==> src/rtl/i2cm_pkg.sv <==
package i2cm_pkg;
  localparam int DIV_W = 4;

  localparam logic [1:0] REG_CTRL = 2'd0;
  localparam logic [1:0] REG_STAT = 2'd1;
  localparam logic [1:0] REG_OWN  = 2'd2;
  localparam logic [1:0] REG_DATA = 2'd3;

  localparam int CTL_PEND  = 4;
  localparam int CTL_IRQEN = 5;
  localparam int CTL_PRE   = 6;
  localparam int CTL_ACK   = 7;

  localparam int ST_NACK  = 0;
  localparam int ST_EN    = 4;
  localparam int ST_START = 5;

  localparam logic [1:0] MODE_RX = 2'b10;

  typedef enum logic [1:0] {CMD_NONE, CMD_RESTART, CMD_STOP} cmd_e;

  typedef struct packed {
    logic shiftIn;
    logic nackLatch;
    logic pendSet;
    logic busyClr;
    logic cmdClr;
  } strobe_t;
endpackage

==> src/rtl/i2cm_clkgen.sv <==
module i2cm_clkgen
  import i2cm_pkg::*;
#(
  parameter int PRE_LO = 16,
  parameter int PRE_HI = 512
) (
  input  logic             clk,
  input  logic             rstN,
  input  logic             run,
  input  logic             preSel,
  input  logic [DIV_W-1:0] divVal,
  output logic             tick
);
  localparam int QLO = PRE_LO / 4;
  localparam int QHI = PRE_HI / 4;
  localparam int CW  = $clog2(QHI * (2 ** DIV_W)) + 1;

  logic [CW-1:0] quarter;
  logic [CW-1:0] span;
  logic [CW-1:0] cnt;

  assign quarter = preSel ? CW'(QHI) : CW'(QLO);
  assign span    = quarter * (CW'(divVal) + CW'(1));
  assign tick    = run && (cnt == span - CW'(1));

  always_ff @(posedge clk or negedge rstN) begin
    if (!rstN) begin
      cnt <= '0;
    end else if (!run || tick) begin
      cnt <= '0;
    end else begin
      cnt <= cnt + CW'(1);
    end
  end
endmodule

==> src/rtl/i2cm_datapath.sv <==
module i2cm_datapath
  import i2cm_pkg::*;
(
  input  logic             clk,
  input  logic             rstN,
  input  logic             regWe,
  input  logic [1:0]       regAddr,
  input  logic [7:0]       regWdata,
  output logic [7:0]       regRdata,
  input  strobe_t          strobe,
  input  logic             sdaIn,
  output logic [DIV_W-1:0] divVal,
  output logic             preSel,
  output logic             ackEn,
  output logic             pending,
  output logic             busy,
  output logic             irq,
  output logic             modeRx,
  output logic             dataMsb,
  output logic             launchStart,
  output logic             resume,
  output cmd_e             cmdKind
);
  logic       irqEn;
  logic       enable;
  logic       nack;
  logic [1:0] mode;
  logic [6:0] ownAddr;
  logic [7:0] dataReg;
  logic       ctrlWr;
  logic       statWr;
  logic       ownWr;
  logic       dataWr;
  logic       masterReq;

  assign ctrlWr    = regWe && (regAddr == REG_CTRL);
  assign statWr    = regWe && (regAddr == REG_STAT);
  assign ownWr     = regWe && (regAddr == REG_OWN);
  assign dataWr    = regWe && (regAddr == REG_DATA);
  assign masterReq = regWdata[ST_EN] && regWdata[7];

  assign launchStart = statWr && regWdata[ST_START] && masterReq && !busy;
  assign resume      = ctrlWr && !regWdata[CTL_PEND] && pending;
  assign irq         = pending && irqEn;
  assign modeRx      = (mode == MODE_RX);
  assign dataMsb     = dataReg[7];

  always_ff @(posedge clk or negedge rstN) begin
    if (!rstN) begin
      divVal <= '0;
      irqEn  <= 1'b0;
      preSel <= 1'b0;
      ackEn  <= 1'b0;
    end else if (ctrlWr) begin
      divVal <= regWdata[DIV_W-1:0];
      irqEn  <= regWdata[CTL_IRQEN];
      preSel <= regWdata[CTL_PRE];
      ackEn  <= regWdata[CTL_ACK];
    end
  end

  always_ff @(posedge clk or negedge rstN) begin
    if (!rstN) begin
      pending <= 1'b0;
    end else if (strobe.pendSet) begin
      pending <= 1'b1;
    end else if (ctrlWr && !regWdata[CTL_PEND]) begin
      pending <= 1'b0;
    end
  end

  always_ff @(posedge clk or negedge rstN) begin
    if (!rstN) begin
      mode   <= 2'b00;
      enable <= 1'b0;
    end else if (statWr) begin
      mode   <= regWdata[7:6];
      enable <= regWdata[ST_EN];
    end
  end

  always_ff @(posedge clk or negedge rstN) begin
    if (!rstN) begin
      busy <= 1'b0;
    end else if (launchStart) begin
      busy <= 1'b1;
    end else if (strobe.busyClr) begin
      busy <= 1'b0;
    end
  end

  always_ff @(posedge clk or negedge rstN) begin
    if (!rstN) begin
      cmdKind <= CMD_NONE;
    end else if (statWr && busy) begin
      cmdKind <= (regWdata[ST_START] && masterReq) ? CMD_RESTART : CMD_STOP;
    end else if (strobe.cmdClr) begin
      cmdKind <= CMD_NONE;
    end
  end

  always_ff @(posedge clk or negedge rstN) begin
    if (!rstN) begin
      dataReg <= '0;
    end else if (strobe.shiftIn) begin
      dataReg <= {dataReg[6:0], sdaIn};
    end else if (dataWr) begin
      dataReg <= regWdata;
    end
  end

  always_ff @(posedge clk or negedge rstN) begin
    if (!rstN) begin
      nack <= 1'b0;
    end else if (strobe.nackLatch) begin
      nack <= sdaIn;
    end
  end

  always_ff @(posedge clk or negedge rstN) begin
    if (!rstN) begin
      ownAddr <= '0;
    end else if (ownWr) begin
      ownAddr <= regWdata[6:0];
    end
  end

  always_comb begin
    case (regAddr)
      REG_CTRL: regRdata = {ackEn, preSel, irqEn, pending, divVal};
      REG_STAT: regRdata = {mode, busy, enable, 3'b000, nack};
      REG_OWN:  regRdata = {1'b0, ownAddr};
      default:  regRdata = dataReg;
    endcase
  end
endmodule

==> src/rtl/i2cm_ctrl.sv <==
module i2cm_ctrl
  import i2cm_pkg::*;
(
  input  logic    clk,
  input  logic    rstN,
  input  logic    tick,
  input  logic    launchStart,
  input  logic    resume,
  input  cmd_e    cmdKind,
  input  logic    modeRx,
  input  logic    ackEn,
  input  logic    dataMsb,
  output strobe_t strobe,
  output logic    run,
  output logic    sclLow,
  output logic    sdaLow
);
  typedef enum logic [2:0] {S_IDLE, S_SETUP, S_SHIFT, S_HOLD, S_STOP} state_e;

  localparam logic [3:0] ACK_SLOT = 4'd8;

  state_e     state;
  logic [1:0] step;
  logic [3:0] bitIdx;
  logic       addrByte;
  logic       txByte;
  logic       ackSlot;

  assign txByte  = addrByte || !modeRx;
  assign ackSlot = (bitIdx == ACK_SLOT);
  assign run     = (state == S_SETUP) || (state == S_SHIFT) || (state == S_STOP);

  always_comb begin
    strobe = '0;
    strobe.shiftIn   = (state == S_SHIFT) && tick && (step == 2'd2) && !ackSlot;
    strobe.nackLatch = (state == S_SHIFT) && tick && (step == 2'd2) && ackSlot && txByte;
    strobe.pendSet   = (state == S_SHIFT) && tick && (step == 2'd3) && ackSlot;
    strobe.busyClr   = (state == S_STOP) && tick && (step == 2'd3);
    strobe.cmdClr    = (state == S_HOLD) && resume;
  end

  always_ff @(posedge clk or negedge rstN) begin
    if (!rstN) begin
      state    <= S_IDLE;
      step     <= 2'd0;
      bitIdx   <= 4'd0;
      addrByte <= 1'b0;
      sclLow   <= 1'b0;
      sdaLow   <= 1'b0;
    end else begin
      case (state)
        S_IDLE: begin
          if (launchStart) begin
            state    <= S_SETUP;
            step     <= 2'd2;
            addrByte <= 1'b1;
          end
        end
        S_SETUP: begin
          if (tick) begin
            step <= step + 2'd1;
            case (step)
              2'd0: sdaLow <= 1'b0;
              2'd1: sclLow <= 1'b0;
              2'd2: sdaLow <= 1'b1;
              default: begin
                sclLow <= 1'b1;
                state  <= S_SHIFT;
                bitIdx <= 4'd0;
              end
            endcase
          end
        end
        S_SHIFT: begin
          if (tick) begin
            step <= step + 2'd1;
            case (step)
              2'd0: begin
                if (!ackSlot) sdaLow <= txByte ? !dataMsb : 1'b0;
                else          sdaLow <= txByte ? 1'b0 : ackEn;
              end
              2'd1: sclLow <= 1'b0;
              2'd2: ;
              default: begin
                sclLow <= 1'b1;
                if (ackSlot) begin
                  state    <= S_HOLD;
                  addrByte <= 1'b0;
                end else begin
                  bitIdx <= bitIdx + 4'd1;
                end
              end
            endcase
          end
        end
        S_HOLD: begin
          if (resume) begin
            step <= 2'd0;
            case (cmdKind)
              CMD_RESTART: begin
                state    <= S_SETUP;
                addrByte <= 1'b1;
              end
              CMD_STOP: state <= S_STOP;
              default: begin
                state  <= S_SHIFT;
                bitIdx <= 4'd0;
              end
            endcase
          end
        end
        S_STOP: begin
          if (tick) begin
            step <= step + 2'd1;
            case (step)
              2'd0: sdaLow <= 1'b1;
              2'd1: sclLow <= 1'b0;
              2'd2: sdaLow <= 1'b0;
              default: state <= S_IDLE;
            endcase
          end
        end
        default: state <= S_IDLE;
      endcase
    end
  end
endmodule

==> src/rtl/i2c_byte_master.sv <==
module i2c_byte_master
  import i2cm_pkg::*;
#(
  parameter int PRE_LO = 16,
  parameter int PRE_HI = 512
) (
  input  logic       clk,
  input  logic       rstN,
  input  logic       regWe,
  input  logic [1:0] regAddr,
  input  logic [7:0] regWdata,
  output logic [7:0] regRdata,
  output logic       irq,
  output logic       sclDrvLow,
  output logic       sdaDrvLow,
  input  logic       sdaIn
);
  strobe_t          strobe;
  logic [DIV_W-1:0] divVal;
  logic             preSel;
  logic             ackEn;
  logic             pending;
  logic             busy;
  logic             modeRx;
  logic             dataMsb;
  logic             launchStart;
  logic             resume;
  cmd_e             cmdKind;
  logic             run;
  logic             tick;

  i2cm_datapath dp (
    .clk(clk), .rstN(rstN), .regWe(regWe), .regAddr(regAddr),
    .regWdata(regWdata), .regRdata(regRdata), .strobe(strobe), .sdaIn(sdaIn),
    .divVal(divVal), .preSel(preSel), .ackEn(ackEn), .pending(pending),
    .busy(busy), .irq(irq), .modeRx(modeRx), .dataMsb(dataMsb),
    .launchStart(launchStart), .resume(resume), .cmdKind(cmdKind)
  );

  i2cm_clkgen #(.PRE_LO(PRE_LO), .PRE_HI(PRE_HI)) cg (
    .clk(clk), .rstN(rstN), .run(run), .preSel(preSel), .divVal(divVal),
    .tick(tick)
  );

  i2cm_ctrl fsm (
    .clk(clk), .rstN(rstN), .tick(tick), .launchStart(launchStart),
    .resume(resume), .cmdKind(cmdKind), .modeRx(modeRx), .ackEn(ackEn),
    .dataMsb(dataMsb), .strobe(strobe), .run(run), .sclLow(sclDrvLow),
    .sdaLow(sdaDrvLow)
  );
endmodule

==> config.mk <==
export PLATFORM = sky130hd
export DESIGN_NAME = i2c_byte_master
export DESIGN_NICKNAME = d
export VERILOG_FILES = /design/src/rtl/i2cm_pkg.sv /design/src/rtl/i2cm_clkgen.sv /design/src/rtl/i2cm_datapath.sv /design/src/rtl/i2cm_ctrl.sv /design/src/rtl/i2c_byte_master.sv
export SDC_FILE = /design/constraint.sdc
export NUM_CORES = 1
export LEC_CHECK = 0
export BUFFER_PORTS_ARGS = -buffer_cell sky130_fd_sc_hd__buf_2
export CELL_PAD_IN_SITES_DETAIL_PLACEMENT = 0
export CELL_PAD_IN_SITES_GLOBAL_PLACEMENT = 1
export CORE_MARGIN = 1.5
export CORE_UTILIZATION = 25
export CTS_CLUSTER_DIAMETER = 30
export CTS_CLUSTER_SIZE = 16
export DETAILED_ROUTE_END_ITERATION = 7
export PLACE_DENSITY_LB_ADDON = 0.1
export SYNTH_ARGS = -nofsm -noshare
export SYNTH_HDL_FRONTEND = slang
export SYNTH_SLANG_ARGS = --single-unit
==> constraint.sdc <==
create_clock -name clk -period 4.1 [get_ports clk]
set_input_delay 0.205 -clock clk [delete_from_list [all_inputs] [get_ports clk]]
set_output_delay 0.205 -clock clk [all_outputs]
set_load 0.03 [all_outputs]
==> results.md, run 1 <==
Detailed routing:
- In this run the top signal layer used is met4.
- The length of routed met2 wiring is 4390 um.
- Dividing the detail-routed via count by the number of cells gives 4.82.
- In this run the remaining antenna-violating nets after routing total 0.
- The iteration count of the initial detailed-routing pass is 4.
- The routed layout has 2,801 vias.
- The routed design uses 225 um of met3 wire.
- In the final routing, the length of wire on met1 measures 4870 um.
- The average wire per cell in the routed design is 16.5 um.
- The number of design-rule violations left by the first detailed-router iteration is 86.
- In the routed design, unresolved DRC markers number 0.
- The aggregate routed wire length is 9600 um.

Global routing:
- The maximum number of pins on one net before global-route repair is 29.
- The first global-routing pass estimated 16,000 um of wire.
- The global router's overall resource usage is 13.8%.
- The via count of the first global-routing pass is 2,945.
- The number of antenna violations at the first check in global routing is 0.
- The total congestion overflow after global routing is 0.

Synthesis:
- The area share of and/or/nand/nor cells after synthesis is 16.4%.
- Of the total synthesized cell area, the portion taken by XOR and XNOR cells is 6.91%.
- The biggest area contributor in the post-synthesis netlist is dfrtp_1.
- The fraction of the mapped netlist area in compound gates is 11.9%.
- The most common flop cell mapped by yosys is dfrtp_1.
- The adder and majority gate portion of the synthesized area is 9.08%.
- Averaged over all synthesized cells, the footprint is 10.0 um^2.
- The synthesized instance count is 362.
- The mux share of post-synthesis cell area is 14.5%.
- The combinational family with the most area after synthesis is simple AND/OR/NAND/NOR gates.
- The fraction of registers with async set/reset is 100%.
- The number of nets in the synthesized netlist is 401.
- Yosys attributes the largest share of cell area to dfrtp_1, mux2_2, ha_1.
- The post-synthesis sequential area ratio is 37.2%.
- The most frequently used cell type in the post-synthesis netlist is dfrtp_1.
- The number of warnings issued by yosys is 0.
- Counting distinct cell types in the post-synthesis netlist gives 58.
- In this run the cell area of the synthesized design comes to 3640 um^2.
- After synthesis, the largest area contributor takes up 37.2% of total cell area.
- The number of storage elements in the synthesis netlist is 54.
- The number of flops mapped to enable cells by yosys is 0.
- Ranked by instance count, the synthesized netlist is headed by dfrtp_1, mux2_2, inv_1, ha_1, nand2_1.

Floorplan:
- The starting utilization of the core area is 25.9%.
- The floorplan step defined a die boundary enclosing 15,300 um^2.
- Pin placement for this block handled 25 I/O pins.
- The die is 124 um tall.
- The region available for standard cell placement spans 14,000 um^2.
- The cell row count is 43.
- In this run the horizontal extent of the chip is 124 um.

Timing:
- The tightest slew margin relative to the limit is 53.3%.
- Setup repair after global routing left no endpoint under its margin.
- The final clock period utilization by the worst path is 91.5%.
- The final number of max-transition violations is 0.
- Derived from the worst setup path, the maximum achievable clock frequency is 0.267 GHz.
- The final number of hold-violating endpoints is 0.
- The setup clock skew after layout is 0.00678 ns.
- The worst-margin pin slew is 0.700 ns.
- The smallest clock period supported by the final layout is computed as 3.75 ns.
- The tightest hold margin is 0.142 ns.
- The final worst setup slack is 0.350 ns.
- Setup violations remaining at the end of the flow were counted as 0.

Outcome:
- The run finished with clean final reports.

Worst setup path:
- The count of buffer and inverter cells on the critical path is 2.
- The largest stage delay on the critical path is 0.44 ns.
- The worst setup path is launched from a flop.
- Among cell families on the critical path, the largest total delay comes from adder cells.
- The sort of element at the end of the critical path is a flop.
- The cell that appears most often on the critical path is ha_1.
- STA puts the critical path data arrival time at 3.94 ns.
- The cell with the largest stage delay on the worst path is dfrtp_2.
- The worst path required time is 4.29 ns.
- Walking the worst path, the cells encountered are ha_1 > nor2b_1 > ha_1 > ha_1 > inv_1 > fa_1 > xnor2_1 > nor4b_2 > o2111ai_2 > nand4bb_2 > nor3_4 > buf_4 > mux2_2.
- The critical path is of the reg2reg type.
- Of all nets on the critical path, the largest fanout is 8.
- Across all register-to-register paths, the minimum setup slack is 0.35 ns.

Flow run:
- The number of max-capacitance violations reported is 0.

Placed design:
- The worst setup slack before clock tree synthesis is -0.00746 ns.
- In this run the tool buffered the top-level ports with 24 buffer cells.
- The wire-length estimate of the detail-placed layout is 7210 um.
- Routability-driven placement finished with a final weighted congestion of 0.767.
- The count of placed standard cells including taps is 570.

Final layout:
- The layout-stage area growth over the synthesis result is 18.4%.
- Summing all flip-flop and latch instances after layout gives 1350 um^2.
- The total number of nets in the final design is 439.
- The number of antenna diodes in the final layout is 0.
- Cells with a size suffix above 1 make up 26.9% of the layout.
- Summing all multi-input logic gate instances after layout gives 2190 um^2.
- The filler cells instantiated in the layout total 1,451.
- Leaving out filler cells and counting taps, the final layout contains 581.

Clock tree:
- The number of clock sinks is 54.
- In this run the number of H-tree levels came out at 2.
- TritonCTS created 5 clock buffers.
- The root buffer cell is clkbuf_16.
- Counting along the longest clock path gives a buffer depth of 2.
- The clock insertion delay at the later pin of the skew report is 0.31 ns.
- The TritonCTS clock tree is built.
- The register clock-pin slew on the reported worst setup and hold paths is 0.07 ns.

Power:
- The leakage power figure is 1.91 nW.
- Dividing total power by cell area gives a power density of 453 nW/um^2.
- IR analysis of the VDD net gives a maximum drop of 0.167 mV.

Worst hold path:
- The min-delay analysis places its worst path in the category in2reg.
## metal layers
| metal | vias up | global-route usage (%) |
|---|---|---|
| li1 | 1375 | - |
| met1 | 1391 | 19.3 |
| met2 | 28 | 21.6 |
| met3 | 7 | 2.84 |
| met4 | 0 | 3.88 |
| met5 | - | 0 |
## path summary, 6_finish.rpt
| kind | from | end | depth (start not counted) |
|---|---|---|---|
| setup / recovery | dp.divVal[0]$_DFFE_PN0P_ | dp.dataReg[7]$_DFFE_PN0P_ | 13 |
| hold / removal | regWdata[2] | dp.divVal[2]$_DFFE_PN0P_ | 3 |
| setup reg to reg | dp.divVal[0]$_DFFE_PN0P_ | dp.dataReg[7]$_DFFE_PN0P_ | 13 |
| hold reg to reg | dp.ownAddr[2]$_DFFE_PN0P_ | dp.ownAddr[2]$_DFFE_PN0P_ | 1 |
| max in group asynchronous | rstN | dp.cmdKind[1]$_DFFE_PN0P_ | 3 |
| min in group asynchronous | rstN | cg.cnt[5]$_DFF_PN0_ | 2 |
## tightest hold or removal path: stages
cell and delay, ns:
buf_2 0.10, nand2_1 0.05, o21ai_0 0.06
## repair_timing
| action | CTS | global route |
|---|---|---|
| pin swaps | 1 | 5 |
| setup endpoints to repair | 2 | 34 |
| resized for setup | 3 | 8 |
| buffers inserted | 0 | 2 |
| hold buffers | 1 | 0 |
| endpoints found under the hold margin | 27 | 0 |
| gates cloned | 0 | 0 |
## cell families (layout without fill, tap and decap cells)
group                      after synthesis  count (layout)
and+or+nand+nor                        112             112
AOI/OAI and AO/OA                       64              64
DFF                                     54              54
muxes                                   43              43
buffers and inverters                   39              78
adders and majority gates               26              26
xor gates and xnor gates                24              24
## state kept, by name, summed over array words and instances (netlist names), 2 cells and up
register	flops
cg.cnt	12
dp.cmdKind	2
dp.dataReg	8
dp.divVal	4
dp.mode	2
dp.ownAddr	7
fsm.bitIdx	4
fsm.state	3
fsm.step	2
## power by group
group	total, mW	switching, mW	leakage, nW	internal (mW)
sequential	0.669	0.0644	0.644	0.604
combinational	0.771	0.413	1.19	0.359
clock	0.509	0.219	0.0771	0.289
total	1.95	0.697	1.91	1.25
## cell usage in the layout (no fill, tap or decap), drive strengths merged, types with 10 or more instances in the layout
cell   instances
nor2          20
a21oi         10
buf           42
mux2          34
nand2         24
o21ai         18
dfrtp         54
ha            24
xor2          12
nand3         21
inv           27
## layout make-up
cell class / instances / area share (%)
clock buffers: 6 / 2.99
clock inverters: 2 / 0.872
inverters: 27 / 2.35
multi-input cells: 269 / 51.0
flip-flops and latches: 54 / 31.4
well taps: 180 / 5.23
repair buffers: 43 / 6.16
## metrics by stage
step	power, mW	utilization (%)	setup TNS [ns]	area [um^2]
floorplan	1.23	-	0	3640
global placement	1.44	28.9	0	4060
detailed placement	1.44	28.9	-0.00746	4060
CTS	1.98	30.3	0	4250
global route	2.10	30.7	0	4310
finish	1.95	30.7	0	4310
Note: power is estimated with default switching activity, not from simulation.
==> run 2: changes to the inputs <==
Settings changed: MAX_ROUTING_LAYER set to met4.
==> results.md, run 2 (synthesis results as in run 1) <==
Outcome:
- The run finished with clean final reports.

Final layout:
- The top cell types in the final layout, fill and taps aside, are dfrtp_1, mux2_2, inv_1.
- Of the cells placed in the final design, the portion with a size suffix greater than 1 is 26.9%.
- cg.cnt holds more flip-flops than any other register.
- The area growth from synthesis to layout is 18.4%.
- The largest registers in the layout are cg.cnt: 12 flops, dp.dataReg: 8 flops, dp.ownAddr: 7 flops.
- The total number of nets in the final design is 439.
- The flip-flop count of the largest register after layout is 12.
- The most frequent standard cell in the layout excluding fill and tap cells is dfrtp_1.
- 0 antenna diodes ended up in the layout.

Timing:
- The total setup violations reported at the end of the flow is 0.
- The final number of hold-violating endpoints came to 0.
- The highest attainable clock frequency is 0.267 GHz.
- The tightest slew margin relative to the limit is 53.4%.
- The worst path in the final design needs a cycle of 3.75 ns, including I/O delays and setup.
- The final number of max-transition violations is 0.
- Setup repair after global routing left no endpoint under its margin.
- The final clock period utilization by the worst path is 91.5%.
- The setup clock skew after layout is 0.00733 ns.
- The worst-margin pin slew is 0.699 ns.
- The final worst setup slack is 0.350 ns.

Global routing:
- The first-pass GRT wire length is 16,000 um.
- The maximum number of pins on one net before global-route repair is 29.
- Summed over all layers, the global routing overflow is 0.
- The via count of the first global-routing pass is 2,943.
- The global router's overall resource usage is 14.2%.
- The number of antenna violations at the first check in global routing is 0.

Power:
- The leakage power figure is 1.91 nW.
- Dividing total power by cell area gives a power density of 452 nW/um^2.
- The worst vdd rail ir drop is 0.170 mV.
- The sum of internal, switching and leakage power is 1.95 mW.

Placed design:
- Detailed placement ended at an HPWL of 7210 um.
- Timing analysis after detailed placement gives a worst setup slack of -0.00746 ns.
- The number of buffers inserted by port buffering is 24.
- The routability congestion estimate is 0.777.

Clock tree:
- The clock buffer count from CTS is 5.
- The clock drives 54 sinks.
- The register clock-pin slew on the reported worst setup and hold paths is 0.07 ns.
- The root buffer cell chosen for the clock tree is clkbuf_16.
- The clock insertion delay at the later pin of the skew report is 0.31 ns.
- The TritonCTS clock tree is built.
- The largest buffer count on any clock path is 2.
- The number of levels the H-tree was split into is 2.

Worst setup path:
- The critical path class is reg2reg.
- The worst setup path is captured at a flop.
- STA classifies the critical path startpoint as a flop.
- The largest stage delay on the critical path is 0.44 ns.
- Traced cell by cell, the critical path runs through ha_1 > nor2b_1 > ha_1 > ha_1 > inv_1 > fa_1 > xnor2_1 > nor4b_2 > o2111ai_2 > nand4bb_2 > nor3_4 > buf_4 > mux2_2.
- Data arrives at the worst endpoint at 3.94 ns.
- Tracing the worst setup path back leads to its startpoint at dp.divVal[0]$_DFFE_PN0P_.
- For the worst setup path, the data required time is 4.29 ns.
- The dominant cell type by count on the critical path is ha_1.
- The worst register-to-register path begins at dp.divVal[0]$_DFFE_PN0P_.
- The cell with the largest stage delay on the worst path is dfrtp_2.
- In this run the worst path has a maximum fanout of 8.

Detailed routing:
- The post-detailed-route via-to-cell ratio is 4.81.
- After detailed routing, the average wire length per cell comes to 16.5 um.
- For this block, the initial DRC count from the detailed router was 99.
- The iteration count of the initial detailed-routing pass is 4.
- After detailed routing, the number of remaining DRC violations is 0.
- The number of nets still failing antenna checks after routing is 0.
- Wires add up to 9580 um.
- The vias after detailed routing is 2,792.

Floorplan:
- The die height is 124 um.
- The die outline width is 124 um.
- The starting utilization of the core area is 25.9%.
- In this run the core area contains 43 standard-cell rows.
- The core region area is 14,000 um^2.
- 25 I/O pins were placed.
- The die area is 15,300 um^2.

Worst hold path:
- The startpoint identified for the worst hold timing path is regWdata[2].
- The worst hold path belongs to the class in2reg.

Flow run:
- The number of max-capacitance violations reported is 0.
run 2: timing repair:
action / CTS / global route
hold buffers: 1 / 0
pin swaps: 1 / 5
gates resized for setup: 3 / 8
setup endpoints to repair: 2 / 34
hold endpoints to repair: 27 / 0
buffers inserted: 0 / 2
run 2: layout make-up:
class                      count  area (um^2)
sequential                    54         1350
clock buffer                   6          129
inverter                      27          101
clock inverter                 2         37.5
timing repair buffer          43          265
multi-input combinational    269         2190
fill                        1451         9740
tap                          180          225
run 2: path summary, 6_finish.rpt:
kind,to,slack (ns),cells past startpoint
setup reg to reg,dp.dataReg[7]$_DFFE_PN0P_,0.35,13
max in group asynchronous,fsm.state[2]$_DFFE_PN0P_,2.76,3
min in group asynchronous,cg.cnt[5]$_DFF_PN0_,0.49,2
hold reg to reg,dp.ownAddr[2]$_DFFE_PN0P_,0.51,1
hold / removal,dp.divVal[2]$_DFFE_PN0P_,0.14,3
setup / recovery,dp.dataReg[7]$_DFFE_PN0P_,0.35,13
run 2: routing by layer:
metal / part of all wire [%] / up-vias / global-route usage, %
met5: 0 / - / -
met4: 1.2 / 0 / 3.88
met3: 2.6 / 7 / 2.75
met2: 46 / 32 / 21.6
met1: 50 / 1377 / 19.3
li1: - / 1376 / -
run 2: power by group:
part	internal, mW	switching (mW)	total, mW
Clock	0.290	0.220	0.510
Sequential	0.604	0.0646	0.669
Combinational	0.359	0.411	0.770
Total	1.25	0.696	1.95
run 2: critical path: cells and delay by family (launching register included):
family | cells | cell delay, ns
AO/OA/AOI/OAI | 1 | 0.18
XOR/XNOR | 1 | 0.14
adder cells (fa/ha/maj) | 4 | 1.25
buffers and inverters | 2 | 0.26
flip-flops | 1 | 0.44
multiplexers | 1 | 0.35
AND/OR/NAND/NOR | 4 | 0.99
run 2: through the flow:
stage / area, um^2 / setup TNS, ns / utilization, % / hold slack [ns] / instances
after global routing: 4310 / 0 / 30.7 / 0.148 / 581
after floorplan: 3640 / 0 / - / -0.0906 / 362
after detailed placement: 4060 / -0.00746 / 28.9 / 0.288 / 570
after global placement: 4060 / 0 / 28.9 / 0.304 / 570
after CTS: 4250 / 0 / 30.3 / 0.136 / 579
final: 4310 / 0 / 30.7 / 0.142 / 581
